File: src/rtl/pot_pkg.sv
// Shared widths and types for the potentiometer scan-line converter.
package pot_pkg;
    parameter int unsigned CNT_W = 8;
    typedef logic [CNT_W-1:0] cnt_t;
endpackage

File: src/rtl/pot_seq.sv
// Field sequencer: runs the discharge interval and the saturating line counter.
// Assumes field_start and line_tick are single-cycle pulses synchronous to clk.
// field_start takes priority over line_tick.
module pot_seq #(
    parameter int unsigned CNT_W       = pot_pkg::CNT_W,
    parameter int unsigned SHORT_LINES = 7,
    parameter int unsigned LONG_LINES  = 8
) (
    input  logic             clk,
    input  logic             rst_n,
    input  logic             field_start,
    input  logic             line_tick,
    input  logic             long_discharge,
    output logic             discharge,
    output logic [CNT_W-1:0] count
);
    localparam int unsigned MAX_LINES = (LONG_LINES > SHORT_LINES) ? LONG_LINES : SHORT_LINES;
    localparam int unsigned DW        = $clog2(MAX_LINES + 1);
    localparam logic [CNT_W-1:0] CNT_MAX = {CNT_W{1'b1}};

    logic [DW-1:0] lines_left;

    // Count down the discharge lines; the interval length is fixed at field start.
    always_ff @(posedge clk) begin
        if (!rst_n) begin
            lines_left <= '0;
        end else if (field_start) begin
            lines_left <= long_discharge ? DW'(LONG_LINES) : DW'(SHORT_LINES);
        end else if (line_tick && (lines_left != '0)) begin
            lines_left <= lines_left - 1'b1;
        end
    end

    // Advance the line count after discharge, holding at the top value.
    always_ff @(posedge clk) begin
        if (!rst_n) begin
            count <= '0;
        end else if (field_start) begin
            count <= '0;
        end else if (line_tick && (lines_left == '0) && (count != CNT_MAX)) begin
            count <= count + 1'b1;
        end
    end

    // The discharge switch is active while lines remain in the interval.
    always_comb discharge = (lines_left != '0);
endmodule

File: src/rtl/pot_channel.sv
// One conversion channel: freezes the line count on the first comparator crossing.
// Assumes the comparator is already synchronous to clk. Crossings are ignored
// during discharge. Before latching, the output follows the running count.
module pot_channel #(
    parameter int unsigned CNT_W = pot_pkg::CNT_W
) (
    input  logic             clk,
    input  logic             rst_n,
    input  logic             field_start,
    input  logic             discharge,
    input  logic             cmp,
    input  logic [CNT_W-1:0] count,
    output logic [CNT_W-1:0] value,
    output logic             latched
);
    logic [CNT_W-1:0] held;

    // Capture the count on the first qualifying crossing of the field.
    always_ff @(posedge clk) begin
        if (!rst_n) begin
            latched <= 1'b0;
            held    <= '0;
        end else if (field_start) begin
            latched <= 1'b0;
            held    <= '0;
        end else if (!latched && cmp && !discharge) begin
            latched <= 1'b1;
            held    <= count;
        end
    end

    // Show the frozen value once latched, otherwise the running count.
    always_comb value = latched ? held : count;
endmodule

File: src/rtl/pot_line_counter.sv
// Top level: one sequencer shared by the X and Y channels. The result packs
// Y in the upper byte and X in the lower byte.
module pot_line_counter #(
    parameter int unsigned CNT_W       = pot_pkg::CNT_W,
    parameter int unsigned SHORT_LINES = 7,
    parameter int unsigned LONG_LINES  = 8
) (
    input  logic               clk,
    input  logic               rst_n,
    input  logic               field_start,
    input  logic               line_tick,
    input  logic               long_discharge,
    input  logic               cmp_x,
    input  logic               cmp_y,
    output logic               discharge,
    output logic [2*CNT_W-1:0] result
);
    localparam int unsigned NCH = 2;

    logic [CNT_W-1:0] line_count;
    logic [NCH-1:0]   cmp_vec;
    logic [NCH-1:0]   latched;

    // Channel 0 is X (low byte), channel 1 is Y (high byte).
    always_comb cmp_vec = {cmp_y, cmp_x};

    pot_seq #(
        .CNT_W       (CNT_W),
        .SHORT_LINES (SHORT_LINES),
        .LONG_LINES  (LONG_LINES)
    ) u_seq (
        .clk            (clk),
        .rst_n          (rst_n),
        .field_start    (field_start),
        .line_tick      (line_tick),
        .long_discharge (long_discharge),
        .discharge      (discharge),
        .count          (line_count)
    );

    for (genvar ch = 0; ch < NCH; ch++) begin : g_ch
        pot_channel #(.CNT_W(CNT_W)) u_chan (
            .clk         (clk),
            .rst_n       (rst_n),
            .field_start (field_start),
            .discharge   (discharge),
            .cmp         (cmp_vec[ch]),
            .count       (line_count),
            .value       (result[ch*CNT_W +: CNT_W]),
            .latched     (latched[ch])
        );
    end
endmodule

File: config.mk
export PLATFORM = sky130hd
export DESIGN_NAME = pot_line_counter
export DESIGN_NICKNAME = d
export VERILOG_FILES = /design/src/rtl/pot_pkg.sv /design/src/rtl/pot_seq.sv /design/src/rtl/pot_channel.sv /design/src/rtl/pot_line_counter.sv
export SDC_FILE = /design/constraint.sdc
export NUM_CORES = 1
export LEC_CHECK = 0
export BUFFER_PORTS_ARGS = -buffer_cell sky130_fd_sc_hd__buf_2
export CAP_MARGIN = 20
export CELL_PAD_IN_SITES_DETAIL_PLACEMENT = 1
export CELL_PAD_IN_SITES_GLOBAL_PLACEMENT = 2
export CORE_MARGIN = 2
export CORE_UTILIZATION = 37
export DETAILED_ROUTE_END_ITERATION = 6
export HOLD_SLACK_MARGIN = 0.06
export PLACE_DENSITY_LB_ADDON = 0.05
export SKIP_LAST_GASP = 1
export SLEW_MARGIN = 20
export SYNTH_ARGS = -nofsm -noshare
export SYNTH_HDL_FRONTEND = slang
export SYNTH_SLANG_ARGS = --single-unit
File: constraint.sdc
create_clock -name clk -period 4.2 [get_ports clk]
set_clock_uncertainty 0.15 [all_clocks]
set_input_delay 0.42 -clock clk [delete_from_list [all_inputs] [get_ports clk]]
set_output_delay 0.42 -clock clk [all_outputs]
set_load 0.02 [all_outputs]
---- After elaboration in Yosys (flattened, before gate mapping) ----
Index checks and enable logic that the tools add are counted.
Widths: inputs -> output; s select.
operators by class
  muxes and demuxes ....................... 5
  reduce and logical (&&, ||, !) cells .... 14
  add/sub/neg operators ................... 2
  eq/ne operators ......................... 1
  bitwise gates (word level) .............. 1
operator list
  operator             count
  $mux 8               2
  $mux 4               3
  $add 8x1->8 const B  1
  $ne 8x8->1 const B   1
  $logic_and 1x1->1    7
  $logic_not 4->1      1
  $reduce_bool 4->1    1
  $sub 4x1->4 const B  1
  $logic_not 1->1      3
  $reduce_bool 2->1    1
  $reduce_or 2->1      1
  $not 1->1            1
storage, ports and cells
  bits in registers ....................... 30
  bits of input ports ..................... 7
  output and inout bits ................... 17

---- Logic depth before layout (Yosys ltp) ----
Gate-level depths: netlist (run 1).
  word-level depth ........................ 4
  depth in mapped cells ................... 8
  depth with buffers taken out ............ 7

---- By module ----
Synthesis (run 1) repeated with hierarchy kept, for this count alone.
second synthesis, totals
  cell total of the unflattened synthesis .. 175
  area total of the unflattened synthesis .. 1722.9 µm²
by module, submodules not included
  module       times used  seq. area each (µm²)  cells each  area an instance (µm²)
  pot_channel  2           180.2                 50          544.3
  pot_seq      1           240.2                 75          634.4

---- Least setup slack after synthesis (run 1) ----
OpenSTA, ideal clock, no wires.
  kind .................................... reg2reg
  start point ............................. reg u_seq.lines_left[0]
  end point ............................... reg g_ch[0].u_chan.held[3]
  setup time .............................. 128 ps
  clock period less this slack ............ 1772 ps
  setup slack ............................. 2428 ps
  arrival ................................. 1494 ps
  buffers on the path ..................... 1
  cell stages (with the launch flop) ...... 9
  cells stage by stage .................... dfxtp_1 inv_1 ha_1 nor3b_2 inv_2 nor3b_2 buf_6 mux2i_1 nor2_1
between the ends
  word-level cells in the longest chain between the ends .. 3
ends and longest elaborated chain
  what                    RTL line                source
  start, declared         pot_seq.sv:21           logic [DW-1:0] lines_left;
  start signal, assigned  pot_seq.sv:28           lines_left <= long_discharge ? DW'(LONG_LINES) : DW'(SHORT_LINES);
  start signal, assigned  pot_seq.sv:30           lines_left <= lines_left - 1'b1;
  $reduce_bool 4->1       pot_seq.sv:46           always_comb discharge = (lines_left != '0);
  named net discharge     pot_line_counter.sv:15  output logic discharge,
  $logic_not 1->1         pot_channel.sv:26       end else if (!latched && cmp && !discharge) begin
  $logic_and 1x1->1       pot_channel.sv:26
  end signal, assigned    pot_channel.sv:28       held <= count;
  end, declared           pot_channel.sv:16       logic [CNT_W-1:0] held;
The timed path passes the listed nets, and every way through them passes these cells.
A chain may end at the register's enable or synchronous reset.

---- Worst setup path in the final report (run 1) ----
  start point ............................. reg u_seq.lines_left[0]
  end point ............................... reg g_ch[0].u_chan.held[6]
between the ends
  word-level cells in the longest chain between the ends .. 3
ends and longest elaborated chain
  what               RTL line
  $reduce_bool 4->1  pot_seq.sv:46
  $logic_not 1->1    pot_channel.sv:26
  $logic_and 1x1->1  pot_channel.sv:26
Every way passes these cells.

==> results list, run 1 <==
- Relative contribution of sequential cells to total power: 0.508
* Minimum setup slack among reg-to-reg paths: 1810 ps
* Floorplan row count: 22
- Entering global routing, the biggest net connects 28 pins.
- Summed over all layers, the routed wires come to 3270 um.
- The share of total power dissipated in the clock network is 0.384.
- In the global route stage, met3 resource usage came out at 0.0583.
* Worst setup path endpoint: g_ch[0].u_chan.held[6]$_SDFFE_PP0P_
- The initial utilization of the core area, before any placement, comes to 0.396.
- The count of buffers added on input and output ports is 23.
- Busiest layer in global routing: met2
- Final Hold Vio Count: 0
* Critical Setup Path Class: register to register
- In this run the power spent charging and discharging nets is 0.141 mW.
- 24 I/O pins were placed.
- After legalization and detailed placement, the total HPWL measured 2240 um.
- Static timing analysis puts the maximum clock frequency at 419 MHz.
* Number of unique standard cell types used by synthesis: 34
- The count of final max-slew check failures is 0.
- Yosys mapped a number of flops with a built-in enable equal to 0.
- Final core area utilization: 0.449
* Minimum clock period: 2390 ps
- Setup violations remaining at the end of the flow were counted as 0.
* CTS Root Cell: clkbuf_8
- Total CTS buffers: 5
* Final critical-path share of the clock period: 0.569
* Startpoint kind of the worst setup timing path: register
* Nature of the critical path endpoint: register
* Share of final-layout standard cells stronger than drive strength 1: 0.317
- By area the synthesized netlist is led by dfxtp_1 41%, mux2_2 13%, mux2i_1 11%, nor2_1 6.3%, xor2_1 3.0%.
- In this run the post-CTS setup repair buffer count came out at 0.
- Summed over all cells, the static leakage comes to 0.705 nW.
- In this run the horizontal extent of the chip is 67.3 um.
- The first global-routing pass estimated 5550 um of wire.
* Post-route worst hold slack: 237 ps
- The startpoint identified for the worst register-to-register timing path is u_seq.lines_left[0]$_SDFFE_PN0P_.
* Maximum fanout encountered on the critical timing path: 8
* Number of buffers added to fix hold violations after cts: 0
- Drt first-iter violations: 41
- # DRC: 0
- Of the total power, the share spent switching nets is 0.241.
* Critical path required time: 4200 ps
* Fraction of registers with async set or reset after synthesis: 0
- From bottom edge to top edge, the die measures 67.3 um.
- Met2 track utilization from global routing: 0.295
- TritonCTS built the clock tree.
- The number of nets handed over by synthesis was 158.
* Antenna violations before repair: 0
- Top flip-flop cell by instance count after synthesis: dfxtp_1
- The multi-input combinational cells in the finished layout cover a total of 808 um2.
- After the last flow step, the layout net total stands at 177.
- Synthesis produced 149 cells.
* Register cell area after layout: 601 um2
* Power density normalized to cell area: 348 mW/mm2
* Largest buffer count on any clock path: 2
- Core area: 0.00374 mm2
- DR vias: 1085
- Number of cells traversed by the worst register-to-register path: 7
- Dividing the detail-routed wire length by the instance count gives 15.2 um.
* CTS clock-pin slew for the worst setup and hold paths: 60 ps
- Sequential fraction of the synthesis area: 0.405
* Peak VDD IR: 0.000145 V
- The H-tree was split into 2 levels.
- Number of max-cap violations: 0
- Excluding fillers, the count of instances in the completed layout stands at 215.
- Post-synthesis instance area: 0.00148 mm2
- In this run the remaining antenna-violating nets after routing total 0.
- For the pin with the worst max-slew slack, the measured transition is 941 ps.
* Area fraction of the dominant cell type after synthesis: 0.405
* Resized Gates After CTS: 0
- Number of placed cells counting well taps: 209
- For this run, the total global-route usage over all layers was measured as 0.174.
* Final GP Congestion: 0.709
- Power share of the combinational group: 0.108
- Count of antenna diodes in the layout: 0
- Mean number of vias per cell: 5.05
- Total congestion overflow: 0
- Mean instance size in the synthesized netlist: 9.94 um2
- The endpoint identified for the worst register-to-register timing path is g_ch[0].u_chan.held[6]$_SDFFE_PP0P_.
* Timing startpoint of the critical path: u_seq.lines_left[0]$_SDFFE_PN0P_
* Data arrival time of the critical path: 2390 ps
- Setup TNS after final layout: 0 ps
- In the global route stage, met1 resource usage came out at 0.193.
* Headroom to the max-slew limit: 0.370
* Layout overhead on the synthesized area: 13.5%
- # fillers: 443
* Run status: finished, final reports clean
- Via count of the first global-routing pass: 1137
* Cell Int Power: 0.444 mW
- Before antenna repair, the detailed router went through 4 iterations.
- Worst-Skew Late Latency: 280 ps
- Post-synthesis cell type with the largest combined area: dfxtp_1
* Clock net sink count: 30
- Yosys printed 0 warnings.
* Hold_sp: cmp_y
- The floorplan step defined a die boundary enclosing 0.00453 mm2.
* Worst min path class: input pin to register
- Count of state elements after synthesis: 30
- Setup repair after global routing left no endpoint under its margin.
## per-layer routing
layer | vias up | part of all wire
li1 | 550 | -
met1 | 510 | 0.45
met5 | - | 0
met3 | 5 | 0.046
met4 | 0 | 0.022
met2 | 20 | 0.48
## worst max-delay path: stages (launching register included)
cell and delay (ps):
dfxtp_1 330, inv_1 60, ha_1 220, nor3b_2 280, inv_2 100, nor3b_2 790, mux2i_1 270, nor2_1 50
## power groups by stage
stage	registers, mW	logic [mW]	clock network (mW)
after floorplan	0.299	0.0543	0
after global placement	0.304	0.0626	0
after detailed placement	0.304	0.0643	0
after CTS	0.297	0.0642	0.236
after global routing	0.298	0.0705	0.246
final	0.297	0.0633	0.225
## worst min-delay path by stage
stage / cells after the start / end
5_1_grt: 3 / g_ch[0].u_chan.latched$_SDFFE_PP0P_
4_1_cts: 3 / g_ch[1].u_chan.latched$_SDFFE_PP0P_
6_report: 3 / g_ch[1].u_chan.latched$_SDFFE_PP0P_
2_1_floorplan: 2 / g_ch[0].u_chan.held[0]$_SDFFE_PP0P_
3_3_place_gp: 2 / g_ch[0].u_chan.held[0]$_SDFFE_PP0P_
3_5_place_dp: 2 / g_ch[0].u_chan.held[7]$_SDFFE_PP0P_
## Yosys cell counts, types with 2 or more instances
library cell / count
or3_1: 2
o21ai_0: 2
nand2_1: 4
ha_1: 2
nand4_1: 2
a21oi_1: 4
and3_1: 2
mux2_2: 17
dfxtp_1: 30
nand2b_1: 2
buf_2: 2
inv_1: 3
nor2_1: 25
nand3_1: 3
mux2i_1: 17
clkbuf_1: 6
nor3b_2: 3
xor2_1: 5
buf_6: 2
o211a_1: 2
## area by class of cell
| cell class | count | share of cell area |
|---|---|---|
| clock buffers | 6 | 0.0491 |
| repair buffers | 23 | 0.0685 |
| flip-flops and latches | 30 | 0.357 |
| inverters | 4 | 0.00893 |
| multi-input cells | 104 | 0.481 |
| well taps | 48 | 0.0357 |
## state kept, by name, indices dropped and copies added (netlist names)
| name | cells |
|---|---|
| g_ch.u_chan.latched | 2 |
| u_seq.count | 8 |
| g_ch.u_chan.held | 16 |
| u_seq.lines_left | 4 |
## placed cells by master (no fill, tap or decap), types with 3 or more instances in the layout
| master | n |
|---|---|
| nor3b_2 | 3 |
| buf_2 | 23 |
| dfxtp_1 | 30 |
| mux2i_1 | 17 |
| mux2_2 | 17 |
| a21oi_1 | 4 |
| nand2_1 | 4 |
| inv_1 | 3 |
| clkbuf_8 | 6 |
| nor2_1 | 25 |
| xor2_1 | 5 |
| nand3_1 | 3 |
## kinds of logic after synthesis
kind of cell / count (synthesis) / synth area share
AND/OR/NAND/NOR: 47 / 0.170
multiplexers: 34 / 0.244
flip-flops: 30 / 0.405
AO/OA/AOI/OAI: 15 / 0.0777
buffers and inverters: 15 / 0.0507
XOR/XNOR: 6 / 0.0355
adder cells (fa/ha/maj): 2 / 0.0169
## stage by stage
stage / cell area [um2] / power, mW / setup WS, ps
2_1_floorplan: 1480 / 0.353 / 2430
3_3_place_gp: 1600 / 0.366 / 1830
3_5_place_dp: 1600 / 0.368 / 1730
4_1_cts: 1680 / 0.598 / 1730
5_1_grt: 1680 / 0.615 / 1570
6_report: 1680 / 0.586 / 1810
(Power assumes the default switching activity.)
==> inputs of run 2 (changes only) <==
--- a/config.mk
+++ b/config.mk
@@ -5,12 +5,13 @@
 export SDC_FILE = /design/constraint.sdc
 export NUM_CORES = 1
 export LEC_CHECK = 0
+export ABC_AREA = 1
 export BUFFER_PORTS_ARGS = -buffer_cell sky130_fd_sc_hd__buf_2
 export CAP_MARGIN = 20
 export CELL_PAD_IN_SITES_DETAIL_PLACEMENT = 1
 export CELL_PAD_IN_SITES_GLOBAL_PLACEMENT = 2
 export CORE_MARGIN = 2
-export CORE_UTILIZATION = 37
+export CORE_UTILIZATION = 31
 export DETAILED_ROUTE_END_ITERATION = 6
 export HOLD_SLACK_MARGIN = 0.06
 export PLACE_DENSITY_LB_ADDON = 0.05
==> constraint.sdc (replaced) <==
create_clock -name clk -period 2.3 [get_ports clk]
set_clock_uncertainty 0.15 [all_clocks]
set_input_delay 0.23 -clock clk [delete_from_list [all_inputs] [get_ports clk]]
set_output_delay 0.23 -clock clk [all_outputs]
set_load 0.02 [all_outputs]
==> results list, run 2 <==
* Run status: finished, final reports clean (unchanged)
- The count of final max-slew check failures was 0 (unchanged).
* Max stage delay cell, worst path: dfxtp_1 (was nor3b_2)
- Horizontal extent of the die: 74.0 um (was 67.3 um)
- Routed Antenna Nets: 0 (unchanged)
- Startpoint kind of the worst setup timing path: register (unchanged)
- The maximum number of pins on one net before global-route repair is 19 (was 28).
- Most numerous cell types in the synthesized netlist: 45 x nand2_1, 30 x dfxtp_1, 29 x nor2_1, 23 x o21ai_0, 16 x inv_1 (was 30 x dfxtp_1, 25 x nor2_1, 17 x mux2_2, 17 x mux2i_1, 6 x clkbuf_1)
* Num ports: 24 (unchanged)
- Drt first-iter violations: 28 (was 41)
* Peak VDD IR: 0.000262 V (was 0.000145 V)
* Number of cells traversed by the worst register-to-register path: 8 (was 7)
- The highest net fanout along the worst path came to 18 (was 8).
- The chip height came to 74.0 um (was 67.3 um).
* Most frequent cell after synthesis: nand2_1 (was dfxtp_1)
- Counting I/O delays and the setup requirement, the final critical path takes 1720 ps.
- Final GP Congestion: 0.815 (was 0.709)
- Post-route worst hold slack: 85.2 ps (was 237 ps)
- Most frequent cells in the layout: 45 x nand2_1, 30 x dfxtp_1, 29 x nor2_1 (was 30 x dfxtp_1, 25 x nor2_1, 23 x buf_2).
- Global-route total usage across every layer: 0.162 (was 0.174)
- The area taken by multi-input logic gates came to 797 um2 (was 808 um2).
* Hold_sp: rst_n (was cmp_y)
- CP cell instances: nand2_1 > o21ai_0 > buf_2 (was inv_1 > ha_1 > nor3b_2 > inv_2 > nor3b_2 > mux2i_1 > nor2_1)
- The register name with the most flops was g_ch.u_chan.held (unchanged).
- The share of the yosys chip area belonging to registers is 0.395 (was 0.405).
* Biggest area contributors in the synthesized netlist: dfxtp_1 40%, nand2_1 11%, o21ai_0 7.6%, nor2_1 7.2%, a211oi_1 6.9% (was dfxtp_1 41%, mux2_2 13%, mux2i_1 11%, nor2_1 6.3%, xor2_1 3.0%)
* Source of the worst register-to-register timing path: u_seq.lines_left[0]$_SDFFE_PN0P_ (unchanged)
- Post-synthesis instance total: 206 (was 149)
* Number of unique standard cell types used by synthesis: 22 (was 34)
- Headroom to the max-slew limit: 0.654 (was 0.370)
* # fillers: 608 (was 443)
* Final critical-path share of the clock period: 0.748
- Crit path largest cell delay: 640 ps (was 790 ps)
- For this run, the top clock speed supported by timing is 581 MHz.
- Largest registers in the final layout: g_ch.u_chan.held x16, u_seq.count x8, u_seq.lines_left x4 (unchanged).
* Core area: 0.00472 mm2 (was 0.00374 mm2)
- Critical path required time: 1920 ps (was 4200 ps)
* Clock net sink count: 30 (unchanged)
* Power density normalized to cell area: 678 mW/mm2 (was 348 mW/mm2)
- CTS clock-pin slew for the worst setup and hold paths: 70 ps (was 60 ps)
* Final Hold Vio Count: 0 (unchanged)
* Post-synthesis instance area: 0.00152 mm2 (was 0.00148 mm2)
* Mean instance size in the synthesized netlist: 7.38 um2 (was 9.94 um2)
* Via count of the first global-routing pass: 1428 (was 1137)
- The category of the worst setup path capture point is an output port (was register).
* Wire length after detailed routing: 4000 um (was 3270 um)
- Post-synthesis cell type with the largest combined area: dfxtp_1 (unchanged)
- The number of flops mapped to enable cells by yosys came to 0 (unchanged).
* Resized Gates After CTS: 0 (unchanged)
- Setup TNS after final layout: 0 ps (unchanged)
* Layout overhead on the synthesized area: 16.5% (was 13.5%)
- Drt wl/cell: 13.4 um (was 15.2 um)
* Count of state elements after synthesis: 30 (unchanged)
- DR vias: 1394 (was 1085)
* Port Buffer Count: 23 (unchanged)
- The worst-skew pair later-pin latency came to 280 ps (about the same).
- The antenna cell count came to 0 (unchanged).
- The post-CTS setup repair buffer count is 0 (unchanged).
- Floorplan row count: 25 (was 22)
* Minimum setup slack among reg-to-reg paths: 730 ps (was 1810 ps)
- Clock tree from TritonCTS: built (unchanged)
* RSZ-0062 raised after global routing: false (unchanged)
- Number of buffers added to fix hold violations after cts: 0 (unchanged)
- Wire length of the first global-routing pass: 6730 um (was 5550 um)
* CTS HTree Levels: 2 (unchanged)
- The static leakage power was 0.711 nW (was 0.705 nW).
- The number of buffers between clock root and the deepest sink came to 2 (unchanged).
- The fraction of post-synthesis cell area in the top cell type by area is 0.395 (was 0.405).
- The data arrival time of the worst path came to 1340 ps (was 2390 ps).
- Critical Setup Path Class: register to output port (was register to register)
- CTS Root Cell: clkbuf_8 (unchanged)
- Number of max-cap violations: 0 (unchanged)
- The class of the worst hold path is input pin to register (unchanged).
- The number of detailed-routing iterations run before antenna repair came to 4 (unchanged).
- Total CTS buffers: 5 (unchanged)
- Post-layout nets: 239 (was 177)
* Setup violators final: 0 (unchanged)
* End of the worst register-to-register path: u_seq.count[5]$_SDFFE_PP0P_ (was g_ch[0].u_chan.held[6]$_SDFFE_PP0P_)
* Area of the die: 0.00548 mm2 (was 0.00453 mm2)
- The area occupied by registers was 601 um2 (unchanged).
* Share of final-layout standard cells stronger than drive strength 1: 0.203 (was 0.317)
- The mean number of vias per cell came to 4.68 (was 5.05).
* Estimated wirelength of the detail-placed design: 3050 um (was 2240 um)
* # DRC: 0 (unchanged)
- Nets in the synthesized netlist: 215 (was 158)
* Antenna violations before repair: 0 (unchanged)
- Most common cell after layout, fill and taps aside: nand2_1 (was dfxtp_1)
- The end point of the most critical hold path is u_seq.lines_left[2]$_SDFFE_PN0P_ (was g_ch[1].u_chan.latched$_SDFFE_PP0P_).
- Number of warnings printed during yosys synthesis: 0 (unchanged)
- Initial core utilization: 0.322 (was 0.396)
- The number of flip-flops under the largest register name is 16 (unchanged).
- The share of synthesized flip-flops with an asynchronous set or reset was 0 (unchanged).
- The measured slew at the worst slew-check pin was 518 ps (was 941 ps).
* Total congestion overflow: 0 (unchanged)
- The dominant synthesized flop cell is dfxtp_1 (unchanged).
* Cell depth of the worst min-delay path: 3 (unchanged)
## run 2: worst max-delay path, delay by kind of cell (launching register included)
| family | cells | cell delay (ps) |
|---|---|---|
| AOI/OAI and AO/OA | 1 | 90 |
| buffers and inverters | 1 | 190 |
| DFF | 1 | 640 |
| and+or+nand+nor | 1 | 130 |
## run 2: cells by family (layout without fill, tap and decap cells)
| family | count (synthesis) | after routing | share of synthesized area |
|---|---|---|---|
| flip-flops | 30 | 30 | 0.395 |
| XOR/XNOR | 4 | 4 | 0.0230 |
| AO/OA/AOI/OAI | 52 | 52 | 0.207 |
| AND/OR/NAND/NOR | 92 | 92 | 0.277 |
| buffers and inverters | 26 | 51 | 0.0807 |
| adder cells (fa/ha/maj) | 2 | 2 | 0.0165 |
## run 2: worst max path at each step
stage / slack, ps / from / end / cells past startpoint
after floorplan: 810 / g_ch[1].u_chan.latched$_SDFFE_PP0P_ / result[13] / 3
after global placement: 790 / u_seq.lines_left[0]$_SDFFE_PN0P_ / u_seq.count[7]$_SDFFE_PP0P_ / 8
after detailed placement: 730 / u_seq.lines_left[0]$_SDFFE_PN0P_ / u_seq.count[5]$_SDFFE_PP0P_ / 8
after CTS: 570 / u_seq.lines_left[0]$_SDFFE_PN0P_ / discharge / 4
after global routing: 420 / g_ch[1].u_chan.latched$_SDFFE_PP0P_ / result[8] / 3
final: 580 / g_ch[1].u_chan.latched$_SDFFE_PP0P_ / result[12] / 3
## run 2: where the power goes
group / internal (mW) / switching, mW / total [mW]
Sequential: 0.545 / 0.0251 / 0.570
Clock: 0.241 / 0.199 / 0.440
Combinational: 0.0629 / 0.127 / 0.190
Total: 0.849 / 0.351 / 1.20
## run 2: layout make-up
type,instances,area share
Timing Repair Buffer,25,0.0735
Tap cell,67,0.0473
Clock buffer,7,0.0488
Inverter,18,0.0382
Sequential cell,30,0.339
Clock inverter,1,0.00283
Multi-Input combinational cell,150,0.450
## run 2: stage by stage
step                      cells  setup WS [ps]  total power [mW]  utilization  cell area [um2]
after floorplan             206            807             0.736            -             1520
after global placement      290            792             0.765        0.355             1680
after detailed placement    290            726             0.774        0.355             1680
after CTS                   298            572              1.22        0.375             1770
after global routing        298            421              1.27        0.375             1770
final                       298            579              1.20        0.375             1770
## run 2: routing by layer
metal | up-vias | global-route usage | wire (um)
li1 | 719 | - | -
met1 | 651 | 0.200 | 1970
met2 | 20 | 0.276 | 1860
met3 | 4 | 0.0407 | 123
met4 | 0 | 0.0545 | 46
met5 | - | 0 | 0
==> inputs of run 3 (changes only) <==
--- a/config.mk
+++ b/config.mk
@@ -11,7 +11,7 @@
 export CELL_PAD_IN_SITES_DETAIL_PLACEMENT = 1
 export CELL_PAD_IN_SITES_GLOBAL_PLACEMENT = 2
 export CORE_MARGIN = 2
-export CORE_UTILIZATION = 31
+export CORE_UTILIZATION = 28
 export DETAILED_ROUTE_END_ITERATION = 6
 export HOLD_SLACK_MARGIN = 0.06
 export PLACE_DENSITY_LB_ADDON = 0.05
==> constraint.sdc (replaced) <==
create_clock -name clk -period 1.4 [get_ports clk]
set_clock_uncertainty 0.15 [all_clocks]
set_input_delay 0.14 -clock clk [delete_from_list [all_inputs] [get_ports clk]]
set_output_delay 0.14 -clock clk [all_outputs]
set_load 0.02 [all_outputs]
==> results list, run 3 (same netlist as run 2, synthesis figures left out) <==
- Leak Pwr: 1.09 nW (was 0.711 nW)
* Area of the die: 0.00603 mm2 (was 0.00548 mm2)
- Routed Antenna Nets: 0 (unchanged)
- Final critical-path share of the clock period: 1.04
* Most frequent cells in the layout: 38 x buf_4, 36 x nand2_1, 24 x nor2_1 (was 45 x nand2_1, 30 x dfxtp_1, 29 x nor2_1)
* Largest register by flop count: g_ch.u_chan.held (unchanged)
- Least setup slack across all paths after layout: -60.9 ps (was 579 ps)
* Number of placed cells counting well taps: 310 (was 290)
* Floorplan row count: 26 (was 25)
- Horizontal extent of the die: 77.7 um (was 74.0 um)
- The type of element launching the critical path is a register (unchanged).
- The hold violation count in the final report was 0 (unchanged).
* Minimum setup slack among reg-to-reg paths: -50 ps (was 730 ps)
* Die outline height: 77.7 um (was 74.0 um)
- The post-layout net count is 286 (was 239).
- DR vias: 1638 (was 1394)
- The placed wire-length estimate after detailed placement came to 3230 um (was 3050 um).
* Largest buffer count on any clock path: 2 (unchanged)
* Finished Layout Cells: 348 (was 298)
- RSZ-0062 raised after global routing: true (was false)
* Most common cell after layout, fill and taps aside: buf_4 (was nand2_1)
- The class of the worst hold path is input pin to register (unchanged).
- Final GP Congestion: 0.765 (was 0.815)
* Num ports: 24 (unchanged)
- Total CTS buffers: 5 (unchanged)
* Peak VDD IR: 0.000355 V (was 0.000262 V)
- The startpoint of the lowest-slack register-to-register path was u_seq.count[0]$_SDFFE_PP0P_ (was u_seq.lines_left[0]$_SDFFE_PN0P_).
- Headroom to the max-slew limit: 0.820 (was 0.654)
- The core area was 0.00517 mm2 (was 0.00472 mm2).
- The start-to-end type of the worst setup path is register to output port (unchanged).
* Number of cells traversed by the worst register-to-register path: 8 (unchanged)
* Wire length of the first global-routing pass: 8450 um (was 6730 um)
* Count of antenna diodes in the layout: 0 (unchanged)
- Drt first-iter violations: 38 (was 28)
- The cell at the root of the clock tree was clkbuf_8 (unchanged).
* Post-route worst hold slack: 63.2 ps (was 85.2 ps)
- Run status: finished with violations (was finished, final reports clean)
- The global-route usage over all layers is 0.180 (was 0.162).
* Worst-Skew Late Latency: 290 ps (was 280 ps)
* Hold_sp: long_discharge (was rst_n)
- Achievable Freq: 684 MHz
* Share of final-layout standard cells stronger than drive strength 1: 0.565 (was 0.203)
- The wire length per cell after detailed routing came to 15.5 um (was 13.4 um).
- The end point of the most critical hold path is u_seq.lines_left[1]$_SDFFE_PN0P_ (was u_seq.lines_left[2]$_SDFFE_PN0P_).
- The TritonCTS clock tree is built (unchanged).
- The count of final max-slew check failures is 0 (unchanged).
* CTS clock-pin slew for the worst setup and hold paths: 70 ps (about the same)
- The number of endpoints failing setup at the final stage came to 12 (was 0).
- The sink count of the clock tree was 30 (unchanged).
- The highest net fanout along the worst path came to 4 (was 18).
- The maximum number of pins on one net before global-route repair was 17 (was 19).
- The mean number of vias per cell was 4.71 (was 4.68).
- The number of global-route vias before repair was 1695 (was 1428).
* # DRC: 0 (unchanged)
- The H-tree depth is 2 (unchanged).
- Port Buffer Count: 23 (unchanged)
- # fillers: 610 (was 608)
- Largest registers in the final layout: g_ch.u_chan.held x16, u_seq.count x8, u_seq.lines_left x4 (unchanged).
- The required time of the critical path came to 1110 ps (was 1920 ps).
* Register cell area after layout: 631 um2 (was 601 um2)
- Power density normalized to cell area: 860 mW/mm2 (was 678 mW/mm2)
- The worst setup path startpoint is u_seq.count[0]$_SDFFE_PP0P_ (was g_ch[1].u_chan.latched$_SDFFE_PP0P_).
* End of the worst register-to-register path: u_seq.count[7]$_SDFFE_PP0P_ (was u_seq.count[5]$_SDFFE_PP0P_)
* Antenna violations before repair: 0 (unchanged)
- Cell depth of the worst min-delay path: 4 (was 3)
- The area added between synthesis and finish came to 71.8% (was 16.5%).
- Violations in the final reports: negative setup slack
- Multi-input gate area in the final layout: 0.00103 mm2 (was 797 um2)
- Worst slew pin tran: 268 ps (was 518 ps)
* Data arrival time of the critical path: 1170 ps (was 1340 ps)
- The wire length after detailed routing is 5410 um (was 4000 um).
- Nature of the critical path endpoint: output port (unchanged)
- Total Power: 2.25 mW (was 1.20 mW)
- Counting I/O delays and the setup requirement, the final critical path takes 1460 ps.
* Number of max-cap violations: 0 (unchanged)
* Number of flip-flops in the largest register: 16 (unchanged)
* Total congestion overflow: 0 (unchanged)
- The number of detailed-routing iterations run before antenna repair is 4 (unchanged).
- Initial core utilization: 0.294 (was 0.322)
[run 3: power breakdown]
group / total (mW) / internal (mW) / switching (mW)
registers: 0.924 / 0.888 / 0.0366
clock network: 0.747 / 0.395 / 0.352
logic: 0.574 / 0.260 / 0.314
total: 2.25 / 1.54 / 0.703
[run 3: repair_timing]
item                                    4_1_cts  5_1_grt
endpoints found under the setup margin       41       45
cloned                                        1        2
hold buffers                                  2        0
pin swaps                                    10       23
setup buffers                                19        8
gates resized for setup                      76       79
endpoints found under the hold margin         4        0
[run 3: layer usage]
layer,vias up,wire length [um],track usage
met4,0,110,0.0554
met5,-,0,0
li1,817,-,-
met2,25,2670,0.284
met1,785,2480,0.239
met3,11,157,0.0488
[run 3: worst max path at each step]
| stage | endpoint |
|---|---|
| 6_report | result[8] |
| 4_1_cts | result[3] |
| 3_3_place_gp | u_seq.count[0]$_SDFFE_PP0P_ |
| 5_1_grt | u_seq.count[7]$_SDFFE_PP0P_ |
| 2_1_floorplan | result[13] |
| 3_5_place_dp | g_ch[0].u_chan.held[1]$_SDFFE_PP0P_ |
[run 3: worst max-delay path: stages, from the launching register on]
cell and delay, ps:
dfxtp_2 340, buf_6 100, clkinvlp_4 130, o21ai_2 170, buf_6 140
[run 3: cell type report]
class	count	share of cell area
Clock inverter	2	0.00479
Tap cell	70	0.0335
Multi-Input combinational cell	150	0.396
Timing Repair Buffer	72	0.255
Clock buffer	6	0.0316
Sequential cell	30	0.241
Inverter	18	0.0374
[run 3: stage by stage]
step	utilization	setup TNS (ps)	instance area, um2	setup WS [ps]
finish	0.505	-328	2610	-60.9
CTS	0.434	-494	2250	-68.2
floorplan	-	-13.6	1520	-3.39
global placement	0.351	-24.3	1810	-14.9
global route	0.505	-1690	2610	-141
detailed placement	0.351	-357	1810	-79.2
